[src/rtl/hst_pkg.sv]
package hst_pkg;
   typedef enum logic {
      ST_ARMED = 1'b0,
      ST_HELD  = 1'b1
   } hst_state_e;
endpackage

[src/rtl/hst_sync.sv]
module hst_sync #(
   parameter int STAGES = 2
) (
   input  logic clk,
   input  logic rst,
   input  logic din,
   output logic level,
   output logic rise
);
   logic [STAGES-1:0] chain;
   logic              level_d;

   generate
      if (STAGES < 2) begin : g_bad
         initial $error("hst_sync: STAGES must be at least 2");
      end
      if (STAGES == 2) begin : g_two
         always_ff @(posedge clk) begin
            if (rst) chain <= '0;
            else     chain <= {chain[0], din};
         end
      end else begin : g_many
         always_ff @(posedge clk) begin
            if (rst) chain <= '0;
            else     chain <= {chain[STAGES-2:0], din};
         end
      end
   endgenerate

   always_ff @(posedge clk) begin
      if (rst) level_d <= 1'b0;
      else     level_d <= chain[STAGES-1];
   end

   assign level = chain[STAGES-1];
   assign rise  = chain[STAGES-1] & ~level_d;
endmodule

[src/rtl/hst_coarse_ctr.sv]
module hst_coarse_ctr #(
   parameter int W = 48
) (
   input  logic         clk,
   input  logic         rst,
   output logic [W-1:0] count
);
   localparam logic [W-1:0] ONE = {{(W-1){1'b0}}, 1'b1};

   generate
      if (W < 2) begin : g_bad
         initial $error("hst_coarse_ctr: W must be at least 2");
      end
   endgenerate

   always_ff @(posedge clk) begin
      if (rst) count <= '0;
      else     count <= count + ONE;
   end
endmodule

[src/rtl/hst_sat_ctr.sv]
module hst_sat_ctr #(
   parameter int W = 16
) (
   input  logic         clk,
   input  logic         rst,
   input  logic         inc,
   output logic [W-1:0] count
);
   localparam logic [W-1:0] TOP = {W{1'b1}};
   localparam logic [W-1:0] ONE = {{(W-1){1'b0}}, 1'b1};

   generate
      if (W < 1) begin : g_bad
         initial $error("hst_sat_ctr: W must be positive");
      end
   endgenerate

   always_ff @(posedge clk) begin
      if (rst)                     count <= '0;
      else if (inc && count != TOP) count <= count + ONE;
   end
endmodule

[src/rtl/hst_trig_fsm.sv]
module hst_trig_fsm
   import hst_pkg::*;
#(
   parameter int TS_W = 48
) (
   input  logic            clk,
   input  logic            rst,
   input  logic            rise,
   input  logic            level,
   input  logic            dig_busy,
   input  logic [TS_W-1:0] coarse,
   output logic            launch,
   output logic [TS_W-1:0] ts,
   output logic            ts_valid,
   output logic            armed,
   output logic            reject
);
   hst_state_e state, state_nx;
   logic       accept;

   assign armed  = (state == ST_ARMED);
   assign accept = rise & armed & ~dig_busy;
   assign reject = rise & ~accept;

   always_comb begin
      state_nx = state;
      case (state)
         ST_ARMED: if (accept) state_nx = ST_HELD;
         ST_HELD:  if (!level) state_nx = ST_ARMED;
         default:  state_nx = ST_ARMED;
      endcase
   end

   always_ff @(posedge clk) begin
      if (rst) begin
         state    <= ST_ARMED;
         launch   <= 1'b0;
         ts_valid <= 1'b0;
         ts       <= '0;
      end else begin
         state    <= state_nx;
         launch   <= accept;
         ts_valid <= launch;
         if (accept) ts <= coarse;
      end
   end
endmodule

[src/rtl/hit_stamp_trigger.sv]
module hit_stamp_trigger #(
   parameter int TS_W        = 48,
   parameter int DEAD_W      = 16,
   parameter int SYNC_STAGES = 2
) (
   input  logic              clk,
   input  logic              rst,
   input  logic              hit_raw,
   input  logic              dig_busy,
   output logic              launch,
   output logic [TS_W-1:0]   ts_out,
   output logic              ts_valid,
   output logic              busy,
   output logic [DEAD_W-1:0] dead_count
);
   logic            hit_level;
   logic            hit_rise;
   logic [TS_W-1:0] coarse;
   logic            armed;
   logic            reject;

   generate
      if (TS_W > 64) begin : g_bad_ts
         initial $error("hit_stamp_trigger: TS_W above 64 not supported");
      end
   endgenerate

   hst_sync #(.STAGES(SYNC_STAGES)) u_sync (
      .clk   (clk),
      .rst   (rst),
      .din   (hit_raw),
      .level (hit_level),
      .rise  (hit_rise)
   );

   hst_coarse_ctr #(.W(TS_W)) u_ctr (
      .clk   (clk),
      .rst   (rst),
      .count (coarse)
   );

   hst_trig_fsm #(.TS_W(TS_W)) u_fsm (
      .clk      (clk),
      .rst      (rst),
      .rise     (hit_rise),
      .level    (hit_level),
      .dig_busy (dig_busy),
      .coarse   (coarse),
      .launch   (launch),
      .ts       (ts_out),
      .ts_valid (ts_valid),
      .armed    (armed),
      .reject   (reject)
   );

   hst_sat_ctr #(.W(DEAD_W)) u_dead (
      .clk   (clk),
      .rst   (rst),
      .inc   (reject),
      .count (dead_count)
   );

   assign busy = dig_busy | ~armed;
endmodule

[config.mk]
export PLATFORM = sky130hd
export DESIGN_NAME = hit_stamp_trigger
export DESIGN_NICKNAME = d
export VERILOG_FILES = /design/src/rtl/hst_pkg.sv /design/src/rtl/hst_sync.sv /design/src/rtl/hst_coarse_ctr.sv /design/src/rtl/hst_sat_ctr.sv /design/src/rtl/hst_trig_fsm.sv /design/src/rtl/hit_stamp_trigger.sv
export SDC_FILE = /design/constraint.sdc
export NUM_CORES = 1
export LEC_CHECK = 0
export BUFFER_PORTS_ARGS = -buffer_cell sky130_fd_sc_hd__clkbuf_2
export CORE_MARGIN = 2
export CORE_UTILIZATION = 55
export CTS_CLUSTER_DIAMETER = 60
export CTS_CLUSTER_SIZE = 12
export DETAILED_ROUTE_END_ITERATION = 16
export PLACE_DENSITY_LB_ADDON = 0.25
export SLEW_MARGIN = 20
export SYNTH_ARGS = -nofsm -noshare
export SYNTH_HDL_FRONTEND = slang
export SYNTH_SLANG_ARGS = --single-unit
[constraint.sdc]
create_clock -name clk -period 7.2 [get_ports clk]
set_clock_uncertainty 0.15 [all_clocks]
set_input_delay 1.8 -clock clk [delete_from_list [all_inputs] [get_ports clk]]
set_output_delay 1.8 -clock clk [all_outputs]
set_load 0.1 [all_outputs]
==> results, run 1 <==
- The post-synthesis average cell area is around 8.3 µm².
- The share of synthesized area spent on multiplexers is less than 1%.
- The later pin in the worst-skew pair is clocked with a latency of about 0.5 ns.
- In the routed layout, each cell is associated on average with a via count of roughly 5.5.
- The portion of the post-synthesis area used by sequential elements is between 40% and 50%.
- Entering global routing, the biggest net connects 119 pins.
- The number of buffers inserted by port buffering is 70.
- The initial detailed-routing violation count is 321.
- The worst pin sits at a relative slew slack of between 20% and 30%.
- The count of yosys warnings during synthesis is 0.
- The critical path in this run is classified as in -> out.
- The setup-violating endpoint count in the final report is 0.
- The post-synthesis share of cell area spent on full adders, half adders and majority gates is 0.527%.
- The die covers ~9400 µm².
- STA classifies the critical path endpoint as a primary output.
- The via count of the first global-routing pass came to between 3,000 and 4,000.
- The kind of start point of the critical path is a primary input.
- At the pin with the least slew margin, the transition time is approximately 1.0 ns.
- Gates resized during post-CTS repair numbered 0.
- The cell at the root of the clock tree is clkbuf_8.
- Setup repair after global routing left no endpoint under its margin.
- The pre-CTS worst setup slack is roughly 2.6 ns.
- Synthesis handed over a netlist of 576 instances.
- The filler cells instantiated in the layout total 679.
- The post-synthesis share of cell area spent on xor and xnor gates is approximately a tenth.
- The number of vias in the routed layout is 4,112.
- The residual DRC count is 0.
- The number of nets in the synthesized netlist is approximately 580.
- The clock tree from TritonCTS is yes.
- The starting utilization of the core area is 57.3%.
- The number of antenna violations at the first check in global routing was 0.
- The final layout contains 642 nets.
- Based on the critical path, the design can be clocked at up to ~220 MHz.
- The first global-routing pass estimated about 17,000 µm of wire.
- The worst path uses around 64% of the clock period.
- The number of sinks handled by clock tree synthesis is ~120.
- Power spread over the standard cell area amounts to 265 nW/µm².
- The cell area that synthesis handed to floorplanning was 4750 µm².
- By area, the combinational part of the netlist is dominated by simple AND/OR/NAND/NOR gates.
- Pin placement for this block handled 71 I/O pins.
- The analysis attributes to cell leakage a power of ~2.1 nW.
- The largest fanout of any net on the critical path is 6.
- STA puts the critical path data required time at 5.25 ns.
- For this block, the routed nets add up to ~10,000 µm of wire.
- The floorplan core area is just over 8000 µm².
- The first detailed-routing pass took 4 iterations.
- Global routing consumed, over all layers together, roughly 22% of the routing resources.
- In this run the post-CTS setup repair buffer count came out at 0.
- The number of levels the H-tree was split into is 4.
- The total congestion overflow is 0.
- The count of final max-slew check failures is 0.
- The hold violation total from the final report came to 0.
- The final-layout worst hold slack is ~0.28 ns.
- Data on the critical path arrives at its endpoint at about 2.6 ns.
- In this run the deepest clock path goes through 2 buffers.
- The number of buffers created by CTS is 17.
- After clock tree synthesis, the clock-pin slew on the worst setup and hold paths is ~0.050 ns.
- The area growth from synthesis to layout is 20.6%.
- Summing the areas of all compound-gate instances in the mapped netlist gives around 7.5% of the synthesized area.
- After Yosys synthesis, and, or, nand and nor cells account for approximately 29% of the synthesized area.
- IR analysis of the VDD net gives a maximum drop of 0.163 mV.
- Adding up every negative setup slack in the final design gives 0 ns.
- The classification of the worst-slack hold path is reg -> reg.
- Synthesis inferred 118 register bits.
- The number of standard-cell rows in the floorplan is 33.
- At the end of routability-driven placement, the weighted congestion stood at 0.834.
- The minimum clock period after layout is roughly 4.6 ns.
- The fraction of layout instances using a drive strength above 1 is between 10% and 20%.
- The placed wire-length estimate after detailed placement is around 6200 µm.
- The chip height is between 90 and 100 µm.
- The tool flagged a number of max-cap violations equal to 0.
- Setup slack closes at roughly 2.6 ns.
- 0 antenna diodes ended up in the layout.
- Hold repair after CTS inserted 0 buffers.
- The synthesized netlist contains 34 unique library cells.
- The wire length per cell after detailed routing is 13.6 µm.
- The count of nets left with antenna violations once routing finished came out at 0.
- The horizontal die dimension is 97.0 µm.
- The run finished with clean final reports.
-- synthesized netlist by cell type --
cell type	n	area (µm²)
nand2b_1	1	6.26
nand4_2	1	12.5
mux2_1	1	11.3
nor4_1	11	68.8
and4_1	6	52.6
or3_4	1	11.3
nor3_1	18	90.1
a211oi_1	1	7.51
or4_1	6	45.0
nor4b_1	2	17.5
nand3_1	22	110
o211ai_1	1	7.51
dfxtp_1	118	2360
nor4_2	2	25.0
xnor2_1	29	254
o31ai_1	1	7.51
and3_1	5	31.3
ha_1	2	25.0
nand3b_1	1	7.51
xor2_1	22	193
nand2_1	119	447
buf_1	5	18.8
or3_1	11	68.8
buf_2	2	10.0
a21o_1	1	7.51
nor2_1	65	244
and2_1	2	12.5
nor2b_1	6	37.5
o21ai_0	8	40.0
mux2i_1	1	10.0
nand4_1	18	113
a21oi_1	57	285
inv_1	6	22.5
clkbuf_1	24	90.1
-- worst paths after layout --
kind	start	end	slack, ns	depth (start not counted)
worst max-delay path	dig_busy	busy	2.62	4
worst min-delay path	u_sync.chain[0]	u_sync.chain[1]	0.28	1
worst max register to register	u_ctr.count[0]	u_ctr.count[38]	4.24	6
worst min register to register	u_sync.chain[0]	u_sync.chain[1]	0.28	1
-- metal layers --
metal / global-route usage [%] / vias to the layer above / part of all wire, %
met1: 29.0 / 1946 / 47
met2: 35.6 / 84 / 48
met5: 0 / - / 0
met4: 7.91 / 0 / 0.91
li1: - / 2070 / -
met3: 6.14 / 12 / 4.1
-- logic make-up after synthesis --
group	count (synthesis)
DFF	118
AOI/OAI and AO/OA	69
xor gates and xnor gates	51
muxes	2
adders and majority gates	2
and+or+nand+nor	297
buffers and inverters	37
-- cell type report --
| type | count | area [µm²] | area share [%] |
|---|---|---|---|
| Tap cell | 105 | 131 | 2.29 |
| Clock buffer | 24 | 470 | 8.21 |
| Clock inverter | 8 | 121 | 2.12 |
| Multi-Input combinational cell | 421 | 2250 | 39.3 |
| Inverter | 6 | 22.5 | 0.393 |
| Sequential cell | 118 | 2360 | 41.2 |
| Timing Repair Buffer | 72 | 372 | 6.48 |
-- critical path: stages --
cell	delay, ns
clkbuf_2	0.09
nor2_1	0.25
inv_1	0.11
clkbuf_2	0.39
-- power breakdown --
part | total (mW) | internal (mW) | switching, mW | leakage, nW
Sequential | 0.659 | 0.656 | 0.00298 | 0.951
Clock | 0.831 | 0.553 | 0.278 | 0.289
Combinational | 0.0291 | 0.00475 | 0.0244 | 0.813
-- stage by stage --
stage                     power [mW]  area (µm²)  util, %  instances
after global placement         0.701        5130     61.9        722
after detailed placement       0.702        5130     61.9        722
final                           1.52        5730     69.0        754
after global routing            1.57        5730     69.0        754
after floorplan                0.696        4750        -        576
after CTS                       1.53        5730     69.0        754
-- cell usage in the layout, fill, tap and decap left out, types with 2 or more instances in the layout --
cell type  synthesis  routed
and3_1             5       5
clkbuf_1          24       4
xnor2_1           29      29
nor3_1            18      18
dfxtp_1          118     118
or4_1              6       6
or3_1             11      11
nand4_1           18      18
clkbuf_8           0       4
nor4_2             2       2
bufinv_16          0       3
nand2_1          119     119
and4_1             6       6
nand3_1           22      22
o21ai_0            8       8
nor4b_1            2       2
a21oi_1           57      57
clkinv_2           0       3
clkbuf_2           0      69
xor2_1            22      22
nor2_1            65      64
clkbuf_16          0      16
inv_1              6       6
ha_1               2       2
and2_1             2       2
buf_4              0       2
nor2b_1            6       6
nor4_1            11      11
-- flip-flops by register name (all words and copies together), names as in the netlist --
register / count
u_ctr.count: 48
u_dead.count: 16
u_fsm.launch: 1
u_fsm.state: 1
u_fsm.ts: 48
u_fsm.ts_valid: 1
u_sync.chain: 2
u_sync.level_d: 1
(Power assumes the default switching activity.)
==> run 2: changes to the inputs <==
- clock period: 7.2 -> 4.4 ns (I/O delays scaled with it)
==> results, run 2 (same netlist as run 1, synthesis figures left out) <==
- The run finished with clean final reports.
- For flop-to-flop paths, the worst setup slack is 1.44 ns.
- The floorplan step set the die width to 97.0 µm.
- The transition time of the tightest slew-check pin is 1.05 ns.
- The worst path in the final design needs a cycle of about 3.2 ns, including I/O delays and setup.
- The pre-CTS worst setup slack is 1.23 ns.
- Across all layers, the routed design uses 4,132 vias.
- The post-CTS setup buffer count is 0.
- The fraction of layout instances using a drive strength above 1 is roughly 17%.
- The floorplan core area is slightly above 8000 µm².
- Registers take roughly 2400 µm².
- Together, buffers and inverters on the worst path number 3.
- At the worst endpoint, the arrival time is around 1.9 ns.
- The number of antenna violations at the first check in global routing came to 0.
- Compared with the post-synthesis result, the final layout area differs by 21.1%.
- Setup violations remaining at the end of the flow were counted as 0.
- The required arrival time at the worst endpoint is roughly 3.2 ns.
- The kind of start point of the critical path is a primary input.
- The highest attainable clock frequency is around 310 MHz.
- The initial detailed-routing violation count is 179.
- The count of final max-slew check failures came to 0.
- The cell at the root of the clock tree is clkbuf_8.
- The die covers between 9000 and 10,000 µm².
- The routed wire length is around 10,000 µm.
- The net count of the finished layout is 644.
- In this run the most critical hold path is launched from u_sync.chain[0].
- The number of standard-cell rows in the floorplan is 33.
- The post-route setup TNS is 0 ns.
- In this run the power density over the cells is roughly 440 nW/µm².
- The antenna cell count is 0.
- Walking the worst path, the cells encountered are clkbuf_2, nor2_1, inv_1, clkbuf_2.
- The critical path in this run is classified as in -> out.
- For this run, the detailed router's first-pass iteration total came to 5.
- The starting utilization of the core area is between 50% and 60%.
- The clock slew at the register clock pins of the worst setup and hold paths is 0.06 ns.
- For this run, the total global-route usage over all layers was measured as 22.5%.
- The classification of the worst-slack hold path is reg -> reg.
- The placed wire-length estimate after detailed placement is 6580 µm.
- The clock latency on the worst-skew pair is about 0.51 ns.
- In the final layout, the registers with the most flip-flops are u_ctr.count (48), u_fsm.ts (48), u_dead.count (16).
- The worst register-to-register path begins at u_ctr.count[0].
- In this run the number of cells on the critical path is 4.
- In the layout the commonest cells are nand2_1 (119), dfxtp_1 (118), clkbuf_2 (69).
- In this run, post-CTS hold repair placed 0 buffers.
- The leakage power of the design is 2.06 nW.
- Across the run, the number of max-cap violations was 0.
- The leading cell type in the layout, fill and taps excluded is nand2_1.
- The element type at the critical path end is a primary output.
- The residual DRC count is 0.
- Once detail routing completed, the nets flagged for antenna violations numbered 0.
- Setup repair after global routing left no endpoint under its margin.
- Of all nets on the critical path, the largest fanout is 6.
- The number of levels the H-tree was split into is 4.
- After detailed routing, the number of vias per cell comes to between 5 and 6.
- The worst-case IR drop observed on VDD is roughly 0.27 mV.
- On the final layout, the worst hold slack is approximately 0.29 ns.
- The worst path meets setup with 1.21 ns of slack.
- The largest net degree at the start of global routing is just under 100.
- The number of placed instances with taps included is 724.
- Summed over all layers, the global routing overflow is 0.
- The kind of cell with the highest combined delay along the critical path is buffers and inverters.
- In this run, post-CTS repair resized a total of 0 instances.
- The total power after layout is about 2.5 mW.
- For this run, the slowest stage of the critical path takes slightly below 0.4 ns.
- The via count of the first global-routing pass is slightly below 4,000.
- The most common cell type on the critical path is clkbuf_2.
- In this run the critical register-to-register path is captured at u_ctr.count[38].
- The portion of the clock cycle consumed by the worst path in the final layout is between 70% and 80%.
- Once layout is complete, the utilization of the core stands at ~70%.
- The number of sinks handled by clock tree synthesis is roughly 120.
- The count of fill cells added during filler insertion is ~670.
- The chip height is slightly below 100 µm.
- The number of buffers created by CTS is 17.
- The clock passes through at most 2 buffers.
- Headroom to the max-slew limit came out at between 30% and 40%.
- TritonCTS built the clock tree.
- The worst reg2reg path depth is 6.
- In this run the tool buffered the top-level ports with 70 buffer cells.
- Counting instances, the worst hold path has a depth of 1.
- The global placement routability congestion is approximately 0.8.
- The area of the multi-input gates is approximately 2300 µm².
- The end of the worst hold path is u_sync.chain[1].
- During I/O placement, the number of pins put on the boundary was 71.
- The final non-filler cell area is roughly 5800 µm².
- The post-route non-filler standard cell count is ~760.
- The cell type of the slowest stage on the worst timing path is clkbuf_2.
- The global-route wire length before repair is ~18,000 µm.
- The placed instances occupy a cell area of roughly 5000 µm².
- Dividing the detail-routed wire length by the instance count gives 13.6 µm.
- The hold violation total from the final report came to 0.
-- run 2: area by class of cell --
type	instances	share of cell area, %
Inverter	6	0.391
Clock inverter	11	2.56
Sequential cell	118	41.0
Tap cell	105	2.28
Timing Repair Buffer	74	6.65
Clock buffer	21	7.98
Multi-Input combinational cell	421	39.1
-- run 2: power breakdown --
group          internal (mW)  switching, mW  leakage [nW]
clock                  0.908          0.488         0.287
sequential              1.07        0.00539         0.951
combinational        0.00843         0.0398         0.822
-- run 2: worst register-to-register path, stage by stage, from the launching register on --
cell and delay [ns]:
dfxtp_1 0.45, ha_1 0.26, nand4_1 0.28, nor4_2 0.79
nand2_1 0.26, or4_1 0.54, a21oi_1 0.16
-- run 2: per-layer routing --
metal / GRT usage [%] / vias to the layer above / part of all wire [%] / wire length, µm
met4: 9.97 / 0 / 1.1 / 110
met5: 0 / - / 0 / 0
met3: 5.85 / 14 / 4.7 / 482
li1: - / 2077 / - / -
met1: 27.4 / 1953 / 45 / 4620
met2: 37.3 / 88 / 49 / 5110
-- run 2: worst max-delay path by stage --
stage              from  slack [ns]  endpoint
4_1_cts        dig_busy        1.21      busy
3_5_place_dp   dig_busy        1.23      busy
3_3_place_gp   dig_busy        1.25      busy
2_1_floorplan  dig_busy        1.38      busy
6_report       dig_busy        1.21      busy
5_1_grt        dig_busy        1.12      busy
==> run 3: changes to the inputs <==
- clock period: 4.4 -> 3.31 ns (I/O delays scaled with it)
==> results, run 3 (same netlist as run 1, synthesis figures left out) <==
- For this run the aggregate overflow at the end of global routing stands at 0.
- The number of placed I/O pins is 71.
- The final non-filler cell area is around 5700 µm².
- The library cell used most frequently in the layout, excluding fill and tap cells, is nand2_1.
- The number of vias in the routed layout is 4,121.
- Across the run, the number of max-cap violations was 0.
- After the first detailed-routing iteration, the DRC count stood at between 200 and 250.
- Data on the critical path arrives at its endpoint at between 2 and 3 ns.
- The worst setup path is of the reg -> reg kind.
- The worst-case clock buffer depth is 2.
- The post-CTS setup buffer count is 0.
- Once placement completed, the tool counted placed cells totaling between 700 and 800.
- The area growth from synthesis to layout is 19.9%.
- The clock tree from TritonCTS is yes.
- In the global route stage, overall resource usage came out at between 20% and 30%.
- The post-route setup TNS is 0 ns.
- The placed wire-length estimate after detailed placement is roughly 6500 µm.
- The via density per instance is around 5.5.
- In this run the clock root is driven by a clkbuf_8.
- The tightest min-delay check is of the reg -> reg type.
- The clock net in this run drives a total of roughly 120 sinks.
- The fraction of layout instances using a drive strength above 1 is 16.3%.
- The worst path in the final design needs a cycle of 2.70 ns, including I/O delays and setup.
- In this run the static leakage power is between 2 and 2.5 nW.
- The met3 global-route usage is 6.21%.
- The cell area after placement is just over 5000 µm².
- In the layout the commonest cells are nand2_1 (119), dfxtp_1 (118), clkbuf_2 (69).
- The wire length per cell after detailed routing is about 14 µm.
- The number of hold buffers added after CTS was 0.
- The floorplan core area is 8300 µm².
- Setup slack on the critical path of the routed design comes to slightly above 0.6 ns.
- The clock latency on the worst-skew pair is ~0.50 ns.
- Setup repair after global routing left no endpoint under its margin.
- The count of nets left with antenna violations once routing finished came out at 0.
- Of the available clock period, the critical path in the final layout requires 81.4%.
- The clock slew at the register clock pins of the worst setup and hold paths is roughly 0.050 ns.
- The total die area is about 9400 µm².
- The residual DRC count is 0.
- The post-route non-filler standard cell count is about 760.
- The net count of the finished layout is 646.
- The global placement routability congestion is about 0.87.
- The largest net degree at the start of global routing is 61.
- The H-tree was split into 4 levels.
- Headroom to the max-slew limit came out at between 50 and 60%.
- At the pin with the least slew margin, the transition time is 0.630 ns.
- The count of final max-slew check failures is 0.
- Once the floorplan was initialized, standard cells occupied between 50% and 60% of the core.
- The via count of the first global-routing pass is ~4,000.
- The number of antenna diodes in the final layout is 0.
- TritonCTS created 17 clock buffers.
- After detailed routing, the total wire length is 10,400 µm.
- Power spread over the standard cell area amounts to 552 nW/µm².
- The chip height is roughly 97 µm.
- The hold violation total from the final report is 0.
- The largest fanout of any net on the critical path is 8.
- The met1 demand-to-capacity share in global routing is around 28%.
- STA classifies the critical path startpoint as a flip-flop.
- STA classifies the critical path endpoint as a flip-flop.
- The worst ir drop on vdd is 0.413 mV.
- The met2 track utilization from global routing is between 30% and 40%.
- The most heavily used metal layer in global routing is met2.
- After layout, the design draws a total of 3.14 mW.
- The run finished with clean final reports.
- The count of TritonRoute iterations in the first routing pass is 5.
- The floorplan has 33 rows.
- Once the clock tree was built, the resizer swapped 0 gates to a different size.
- After filler insertion, the fill cell instance count of the layout stands at 700.
- The setup-violating endpoint count in the final report is 0.
- OpenSTA, run right after detailed placement, puts the worst setup slack at between 0.6 and 0.7 ns.
- The highest attainable clock frequency is approximately 370 MHz.
- STA puts the critical path data required time at ~3.6 ns.
- The number of antenna violations at the first check in global routing is 0.
- The number of buffers inserted by port buffering is 70.
- In this run the horizontal extent of the chip is approximately 97 µm.
- The largest registers in the layout are u_ctr.count (48), u_fsm.ts (48), u_dead.count (16).
- The global-route wire length before repair is between 15,000 and 20,000 µm.
-- run 3: worst paths after layout --
kind,start,to,slack [ns],cells after the start
max,u_ctr.count[25],u_ctr.count[47],0.61,5
min,u_sync.chain[0],u_sync.chain[1],0.29,1
max reg2reg,u_ctr.count[25],u_ctr.count[47],0.61,5
min reg2reg,u_sync.chain[0],u_sync.chain[1],0.29,1
-- run 3: power breakdown --
part           switching (mW)  leakage [nW]  internal, mW
Sequential            0.00656         0.951          1.43
Combinational          0.0534         0.831        0.0122
Clock                   0.583         0.265          1.06
Total                   0.643          2.05          2.50
-- run 3: metrics by stage --
stage	hold slack, ns	utilization (%)
detailed placement	0.280	62.2
CTS	0.293	68.7
floorplan	0.264	-
global placement	0.273	62.2
finish	0.288	68.7
global route	0.323	68.7
-- run 3: worst max-delay path, cell delays in order, from the launching register on --
cell and delay (ns):
dfxtp_1 0.47, nand4_2 0.19, or4_1 0.73, or3_4 0.45
nor4_2 0.24, mux2_1 0.34
-- run 3: layer usage --
| metal | vias up | part of all wire (%) |
|---|---|---|
| li1 | 2078 | - |
| met1 | 1936 | 46 |
| met2 | 95 | 49 |
| met3 | 12 | 4.5 |
| met4 | 0 | 0.99 |
| met5 | - | 0 |
-- run 3: layout make-up --
class	count	area (µm²)	share of cell area, %
repair buffers	76	398	6.98
well taps	105	131	2.31
flip-flops and latches	118	2360	41.5
multi-input cells	421	2250	39.5
clock buffers	26	488	8.56
clock inverters	4	45.0	0.791
inverters	6	22.5	0.395
